===== src/rtl/fid_pkg.sv =====
package fid_pkg;
  typedef enum logic {
    WIN_IDLE = 1'b0,
    WIN_LOOK = 1'b1
  } win_state_e;

  typedef enum logic [1:0] {
    SRC_NONE = 2'd0,
    SRC_FORCE = 2'd1,
    SRC_PIN = 2'd2,
    SRC_DERIVE = 2'd3
  } fid_src_e;
endpackage


===== src/rtl/fid_edge_det.sv =====
module fid_edge_det #(
  parameter int W = 2
) (
  input  logic         clk,
  input  logic         rst_n,
  input  logic [W-1:0] sig_i,
  output logic [W-1:0] rise_o
);
  logic [W-1:0] sig_q;
  logic [W-1:0] sig_d;

  always_comb begin
    sig_d = sig_i;
  end

  always_ff @(posedge clk or negedge rst_n) begin
    if (!rst_n) sig_q <= '0;
    else        sig_q <= sig_d;
  end

  for (genvar g = 0; g < W; g++) begin : g_rise
    assign rise_o[g] = sig_i[g] & ~sig_q[g];
  end
endmodule


===== src/rtl/fid_hs_age.sv =====
module fid_hs_age #(
  parameter int TOL = 63
) (
  input  logic clk,
  input  logic rst_n,
  input  logic hs_rise_i,
  output logic near_o
);
  localparam int AGE_W = $clog2(TOL + 2);
  localparam logic [AGE_W-1:0] AGE_SAT = AGE_W'(TOL + 1);
  localparam logic [AGE_W-1:0] AGE_TOL = AGE_W'(TOL);

  logic [AGE_W-1:0] age_q;
  logic [AGE_W-1:0] age_d;
  logic             age_en;

  always_comb begin
    age_en = hs_rise_i | (age_q != AGE_SAT);
    if (hs_rise_i) age_d = AGE_W'(1);
    else           age_d = age_q + AGE_W'(1);
  end

  always_ff @(posedge clk or negedge rst_n) begin
    if (!rst_n)      age_q <= AGE_SAT;
    else if (age_en) age_q <= age_d;
  end

  assign near_o = hs_rise_i | (age_q <= AGE_TOL);
endmodule


===== src/rtl/fid_window.sv =====
module fid_window
  import fid_pkg::*;
#(
  parameter int TOL = 63
) (
  input  logic clk,
  input  logic rst_n,
  input  logic start_i,
  input  logic near_i,
  input  logic hs_rise_i,
  output logic busy_o,
  output logic done_o,
  output logic field2_o
);
  localparam int CNT_W = $clog2(TOL + 1);
  localparam logic [CNT_W-1:0] CNT_TOL = CNT_W'(TOL);
  localparam logic [CNT_W-1:0] CNT_ONE = CNT_W'(1);

  win_state_e       st_q, st_d;
  logic [CNT_W-1:0] cnt_q, cnt_d;
  logic             hit_q, hit_d;

  always_comb begin
    st_d  = st_q;
    cnt_d = cnt_q;
    hit_d = hit_q;
    case (st_q)
      WIN_IDLE: begin
        if (start_i) begin
          st_d  = WIN_LOOK;
          cnt_d = CNT_TOL;
          hit_d = near_i;
        end
      end
      WIN_LOOK: begin
        hit_d = hit_q | hs_rise_i;
        cnt_d = cnt_q - CNT_ONE;
        if (cnt_q == CNT_ONE) st_d = WIN_IDLE;
      end
      default: st_d = WIN_IDLE;
    endcase
  end

  always_ff @(posedge clk or negedge rst_n) begin
    if (!rst_n) begin
      st_q  <= WIN_IDLE;
      cnt_q <= '0;
      hit_q <= 1'b0;
    end else begin
      st_q  <= st_d;
      cnt_q <= cnt_d;
      hit_q <= hit_d;
    end
  end

  assign busy_o   = (st_q == WIN_LOOK);
  assign done_o   = busy_o & (cnt_q == CNT_ONE);
  assign field2_o = ~(hit_q | hs_rise_i);
endmodule


===== src/rtl/sync_field_id.sv =====
module sync_field_id
  import fid_pkg::*;
#(
  parameter int TOL = 63
) (
  input  logic clk,
  input  logic rst_n,
  input  logic hs_i,
  input  logic vs_i,
  input  logic ext_fid_i,
  input  logic src_sel_i,
  input  logic pc_mode_i,
  output logic fid_o,
  output logic fid_vld_o
);
  logic [1:0] rise;
  logic       hs_rise;
  logic       vs_rise;
  logic       near;
  logic       win_busy;
  logic       win_done;
  logic       win_field2;
  logic       vs_take;
  fid_src_e   src;
  logic       fid_q, fid_d;
  logic       vld_q, vld_d;

  fid_edge_det #(.W(2)) u_edge (
    .clk    (clk),
    .rst_n  (rst_n),
    .sig_i  ({vs_i, hs_i}),
    .rise_o (rise)
  );

  assign hs_rise = rise[0];
  assign vs_rise = rise[1];

  fid_hs_age #(.TOL(TOL)) u_age (
    .clk       (clk),
    .rst_n     (rst_n),
    .hs_rise_i (hs_rise),
    .near_o    (near)
  );

  assign vs_take = vs_rise & ~win_busy;

  always_comb begin
    if (!vs_take)       src = SRC_NONE;
    else if (pc_mode_i) src = SRC_FORCE;
    else if (!src_sel_i) src = SRC_PIN;
    else                src = SRC_DERIVE;
  end

  fid_window #(.TOL(TOL)) u_win (
    .clk       (clk),
    .rst_n     (rst_n),
    .start_i   (src == SRC_DERIVE),
    .near_i    (near),
    .hs_rise_i (hs_rise),
    .busy_o    (win_busy),
    .done_o    (win_done),
    .field2_o  (win_field2)
  );

  always_comb begin
    fid_d = fid_q;
    vld_d = 1'b0;
    if (win_done) begin
      fid_d = win_field2;
      vld_d = 1'b1;
    end else begin
      case (src)
        SRC_FORCE: begin
          fid_d = 1'b0;
          vld_d = 1'b1;
        end
        SRC_PIN: begin
          fid_d = ext_fid_i;
          vld_d = 1'b1;
        end
        default: ;
      endcase
    end
  end

  always_ff @(posedge clk or negedge rst_n) begin
    if (!rst_n) begin
      fid_q <= 1'b0;
      vld_q <= 1'b0;
    end else begin
      fid_q <= fid_d;
      vld_q <= vld_d;
    end
  end

  assign fid_o     = fid_q;
  assign fid_vld_o = vld_q;
endmodule


===== config.mk =====
export PLATFORM = sky130hd
export DESIGN_NAME = sync_field_id
export DESIGN_NICKNAME = d
export VERILOG_FILES = /design/src/rtl/fid_pkg.sv /design/src/rtl/fid_edge_det.sv /design/src/rtl/fid_hs_age.sv /design/src/rtl/fid_window.sv /design/src/rtl/sync_field_id.sv
export SDC_FILE = /design/constraint.sdc
export NUM_CORES = 1
export LEC_CHECK = 0
export BUFFER_PORTS_ARGS = -buffer_cell sky130_fd_sc_hd__buf_2
export CAP_MARGIN = 20
export CORE_MARGIN = 1
export CORE_UTILIZATION = 45
export CTS_CLUSTER_DIAMETER = 60
export DETAILED_ROUTE_END_ITERATION = 6
export PLACE_DENSITY = 0.62
export SETUP_SLACK_MARGIN = 0.4
export SYNTH_ARGS = -nofsm -noshare
export SYNTH_HDL_FRONTEND = slang
export SYNTH_HIERARCHICAL = 1
export SYNTH_SLANG_ARGS = --single-unit

===== constraint.sdc =====
create_clock -name clk -period 2.7 [get_ports clk]
set_clock_uncertainty 0.2 [all_clocks]
set_input_delay 0.54 -clock clk [delete_from_list [all_inputs] [get_ports clk]]
set_output_delay 0.54 -clock clk [all_outputs]
set_load 0.05 [all_outputs]

==> impl_results.md, run 1 <==
* Post-cts sizing count at 0
* Mapped Area at 1030 µm²
* Hold Startpoint: vs_i
* Post-DP HPWL at 1.20 mm
* Die area at 2500 µm²
* Post-synth cell types at 33
* WL final at 1.67 mm
* Initial antenna violation count at 0
* Critical Path End Type: flip-flop
* Routed vias/inst at 5.23
* Starting DRT DRC Count at 7
* CP Class: flip-flop to flip-flop
* GR Overflow Total at 0
* Final worst-path cycle share at 69.9%
* Main area contributors after synthesis: dfrtp_1 44%, ha_1 8.5%, a21oi_1 4.8%
* I/O Pins at 9
* Leak Pwr at 0.490 nW
* Worst R2R Start: u_edge/sig_q[1]$_DFF_PN0_
* Status: finished, final reports clean
* Main synth FF type: dfrtp_1
* Slew headroom at 67.8%
* Postcts setup bufs at 0
* Ys async rst share at 100%
* Core area at 2060 µm²
* Pre-CTS setup slack at 549 ps
* ANT cells at 0
* Final setup vio count at 0
* Average size of a mapped cell at 10.1 µm²
* Post-Synthesis Cells at 102
* Post-Route Utilization at 55.2%
* Sequential cell area at 477 µm²
* Clock transition at path regs at 100 ps
* Sequential area share after synthesis at 46.1%
* Final Power at 0.848 mW
* Number of remaining DRC errors at 0
* Mapped Nets at 116
* Die Wd at 50.0 µm
* Synthesis Warnings at 6
* Fin worst setup slack at 813 ps
* Via count at 737
* Synth top area share at 43.5%
* RSZ-0062 raised after global routing: no
* Antenna Violating Nets Remaining at 0
* Sequential share of power at 51.4%
* Drt wl/cell at 11.8 µm
* Pwr/cell area at 746 nW/µm²
* Multi-input gate area at 524 µm²
* Fill cells at 183
* Cell taking the most area after synthesis: dfrtp_1
* Setup TNS Final at 0 ps
* Most frequent cells after synthesis: 18 x dfrtp_1, 11 x nor2_1, 10 x a21oi_1, 7 x ha_1
* P_sw at 0.315 mW
* #FFs+latches synth at 19
* Total track usage at 16.9%
* Fin Hold WS at 160 ps
* Crit start category: flip-flop
* CTS Buf Count at 3
* Cell-internal power at 0.533 mW
* HP Class: input port to flip-flop
* Max Clk Rate at 0.530 GHz
* Worst Max-Slew Pin Slew at 480 ps
* Final Hold Fails at 0
* Critical Path Start: u_edge/sig_q[1]$_DFF_PN0_
* GPL Wtd Cong at 0.804
* Final min period at 1890 ps
* Clock tree from TritonCTS: done
* Most common cell in the netlist: dfrtp_1
* Max clock buf depth at 2
* Largest net degree at the start of global routing at 20
* Die height at 50.0 µm
* Placed Area at 1100 µm²
* Max-cap viol count at 0
* CTS sink cnt at 19
* Nets@finish at 129
* Initial Utilization at 50.2%
* Vias in the first global route at 723
* Post-route cell area at 1140 µm²
* First-pass GRT wire length at 3.11 mm
* Req. time, crit path at 2730 ps
* Drt first pass iters at 4
* Max FO, Critical Path at 4
* Max Transition Viols Final at 0
* Clk root buf: clkbuf_4
* Share of cells above drive strength 1 at 18.4%
* EDFF count, synth at 0
* VDD IR-drop max at 394 µV
* Sw frac at 37.1%
* Fin cells at 141
* Area Overhead vs Synth at 9.92%
* Crit path arrival time at 1910 ps
* H-tree depth reported by CTS at 1
* FP Rows at 16
* Inst Count DP at 136
* Power share of the clock group at 17.2%
* Combinational share of power at 31.4%
* I/O Buffers at 8
* Worst skew pair latency at 300 ps
## path summary, 6_finish.rpt
| check | depth (start not counted) | to | slack [ps] |
|---|---|---|---|
| hold / removal | 1 | u_edge/sig_q[1]$_DFF_PN0_ | 160 |
| setup / recovery | 6 | fid_o$_DFFE_PN0P_ | 810 |
| min in group asynchronous | 2 | u_win/cnt_q[4]$_DFFE_PN0P_ | 490 |
| max in group asynchronous | 2 | u_age/age_q[6]$_DFFE_PN1P_ | 1480 |
| setup reg to reg | 6 | fid_o$_DFFE_PN0P_ | 810 |
| hold reg to reg | 2 | u_age/age_q[6]$_DFFE_PN1P_ | 320 |
## power by group through the flow
stage,combinational [mW],sequential (mW),clock [mW]
finish,0.267,0.436,0.146
global route,0.309,0.455,0.166
CTS,0.269,0.437,0.153
detailed placement,0.267,0.443,0
global placement,0.257,0.441,0
floorplan,0.192,0.453,0
## state kept, by name, summed over array words and instances (netlist names)
signal / count
u_age/age_q: 7
u_win/cnt_q: 6
u_edge/sig_q: 2
u_win/busy_o: 1
u_win/hit_q: 1
fid_o: 1
fid_vld_o: 1
## layout by cell type (no fill, tap or decap), types with 2 or more instances in the layout
master     count
or2_2          3
nand4bb_1      2
nand2_1        2
or3_1          2
xor2_1         2
a31oi_1        2
buf_2          8
clkbuf_4       3
nor3_1         5
o21ai_0        3
ha_1           7
mux2i_1        2
dfrtp_1       18
nor2_1        11
nor2b_1        4
nor2b_4        2
nand2b_1       4
nand3_1        3
inv_1          5
a21oi_1       10
## routing by layer
layer	up-vias	GRT usage [%]	wire length (µm)	share of wire, %
li1	384	-	-	-
met1	340	20.9	829	50
met2	11	26.6	756	45
met3	2	6.79	66	4.0
met4	0	5.71	15	0.90
met5	-	0	0	0
## cell type report
| cell class | instances | area share, % |
|---|---|---|
| Sequential cell | 19 | 41.9 |
| Tap cell | 27 | 2.97 |
| Multi-Input combinational cell | 76 | 46.1 |
| Timing Repair Buffer | 10 | 5.06 |
| Inverter | 5 | 1.65 |
| Clock buffer | 4 | 2.31 |
## repair_timing
| action | in CTS | in global routing |
|---|---|---|
| endpoints found under the setup margin | 0 | 0 |
| hold buffers | 1 | 0 |
| endpoints found under the hold margin | 18 | 0 |
## logic make-up (layout without fill, tap and decap cells)
| logic type | after synthesis | count (layout) | share of synthesized area (%) |
|---|---|---|---|
| flops | 19 | 19 | 46.1 |
| xor+xnor | 3 | 3 | 2.54 |
| compound gates | 20 | 20 | 11.4 |
| fa+ha+maj | 7 | 7 | 8.46 |
| buf+inv | 7 | 19 | 3.26 |
| mux | 2 | 2 | 1.93 |
| simple gates | 44 | 44 | 26.4 |
## worst max-delay path, cell delays in order (launching register included)
cell      delay [ps]
dfrtp_1          410
nor2b_4          100
nand2b_1          90
or2_2            310
ha_1             200
or3b_1           370
a21oi_1          140
Power figures use the tool's default switching activity.
==> inputs of run 2 (changes only) <==
PLACE_DENSITY = 0.64   (was 0.62)
clock period = 1.5 ns   (was 2.7 ns; I/O delays follow)
==> run 2 against run 1 <==
  * The flow now finishes with violations (setup timing)
  * Total power rose by 130%
  * Non-clock buffer count rose by 22
  * First-iteration DRC count did not move
  * Fmax rose by 6.1%
  * Clock power rose by 74%
  * Global-route usage rose by 3.9 points
  * Clock-buffer cell count did not move
  * Critical path type unchanged
  * Highest routed layer unchanged
==> impl_results.md, run 2 (same netlist as run 1, synthesis figures left out) <==
* CTS sink cnt at 19
* CP Class: flip-flop to flip-flop
* Critical Path End Type: flip-flop
* Via count at 849
* FP Rows at 16
* Clk root buf: clkbuf_4
* HP Class: input port to flip-flop
* Post-Route Utilization at 72.8%
* Die area at 2500 µm²
* Post-DP HPWL at 1.45 mm
* Share of cells above drive strength 1 at 47.1%
* GR Overflow Total at 0
* Hold path cells at 3
* Final Hold Fails at 0
* Drt wl/cell at 13.5 µm
* Clock transition at path regs at 100 ps
* Commonest non-fill, non-tap cell in the layout: dfrtp_1
* Vias in the first global route at 903
* Starting DRT DRC Count at 7
* Core area at 2060 µm²
* VDD IR-drop max at 911 µV
* Worst Max-Slew Pin Slew at 427 ps
* Pre-CTS setup slack at -287 ps
* Largest net degree at the start of global routing at 20
* Largest registers: u_age/age_q x7, u_win/cnt_q x6, u_edge/sig_q x2
* I/O Buffers at 8
* RSZ-0062 raised after global routing: yes
* Pwr/cell area at 1300 nW/µm²
* Max FO, Critical Path at 4
* Total track usage at 20.9%
* Commonest non-fill, non-tap cells in the layout: 17 x dfrtp_1, 12 x buf_4, 11 x buf_6, 9 x nor2_1
* Req. time, crit path at 1520 ps
* Initial antenna violation count at 0
* Crit start category: flip-flop
* Max clock buf depth at 2
* Clock tree from TritonCTS: done
* Antenna Violating Nets Remaining at 0
* Max Clk Rate at 0.562 GHz
* Nets@finish at 151
* Die height at 50.0 µm
* Fin worst setup slack at -278 ps
* Die Wd at 50.0 µm
* I/O Pins at 9
* Routed vias/inst at 5.21
* Top reg by flops: u_age/age_q
* ANT cells at 0
* Final worst-path cycle share at 119%
* WL final at 2.20 mm
* Reg2Reg Depth at 6
* Worst skew pair latency at 300 ps
* Failing checks: setup timing
* H-tree depth reported by CTS at 1
* Max FFs per register at 7
* Max-cap viol count at 0
* Area Overhead vs Synth at 45.0%
* Setup TNS Final at -1390 ps
* Crit path arrival time at 1800 ps
* Final Power at 1.94 mW
* Drt first pass iters at 4
* GPL Wtd Cong at 0.803
* Slew headroom at 71.6%
* Final min period at 1780 ps
* Max Transition Viols Final at 0
* Initial Utilization at 50.2%
* Number of remaining DRC errors at 0
* Status: complete, but fails checks
* Leak Pwr at 0.624 nW
* Final setup vio count at 11
* First-pass GRT wire length at 3.91 mm
* CTS Buf Count at 3
==> run 2: changes by cell type in the layout (fill, tap and decap cells not counted), sizes merged <==
cell / previous run / this run
dlygate4sd3: 1 / 3
buf: 9 / 29
==> run 2: path summary, 6_finish.rpt <==
kind,endpoint,from,slack [ps]
hold reg to reg,u_win/cnt_q[5]$_DFFE_PN0P_,u_win/cnt_q[5]$_DFFE_PN0P_,330
setup / recovery,fid_o$_DFFE_PN0P_,u_edge/sig_q[1]$_DFF_PN0_,-280
max in group asynchronous,u_age/age_q[6]$_DFFE_PN1P_,rst_n,520
setup reg to reg,fid_o$_DFFE_PN0P_,u_edge/sig_q[1]$_DFF_PN0_,-280
hold / removal,fid_o$_DFFE_PN0P_,ext_fid_i,120
min in group asynchronous,u_win/cnt_q[3]$_DFFE_PN0P_,rst_n,260
==> run 2: what timing repair did <==
action                     4_1_cts  5_1_grt
resized for setup               23       12
buffers inserted                 6        2
pin swaps                       11        6
gates cloned                     0        0
setup endpoints to repair       19       19
hold endpoints to repair        19        1
hold buffers                     2        1
==> run 2: layer usage <==
metal	global-route usage [%]	vias to the layer above	routed length (µm)
li1	-	426	-
met1	23.5	411	978
met2	38.1	10	1150
met3	6.48	2	67
met4	4.29	0	12
met5	0	-	0
==> run 2: power by group <==
group | switching, mW | internal, mW
sequential | 0.116 | 0.646
clock | 0.151 | 0.104
combinational | 0.445 | 0.484
total | 0.711 | 1.23
==> run 2: area by class of cell <==
| type | instances | area [µm²] |
|---|---|---|
| Inverter | 5 | 18.8 |
| Multi-Input combinational cell | 76 | 669 |
| Timing Repair Buffer | 32 | 274 |
| Fill cell | 154 | 562 |
| Tap cell | 27 | 33.8 |
| Clock buffer | 4 | 26.3 |
| Sequential cell | 19 | 478 |
==> run 2: worst max-delay path, cell delays in order, from the launching register on <==
cell and delay [ps]:
dfrtp_1 410, nor2b_4 130, nand2b_4 70, or2_4 230
ha_2 160, or3b_1 380, a21oi_2 130
==> run 2: through the flow <==
stage,std cells,hold slack (ps),area [µm²]
final,163,116,1500
after global routing,163,121,1500
after CTS,160,8.34,1430
after detailed placement,148,61.2,1240
after global placement,148,70.8,1240
after floorplan,102,-196,1090
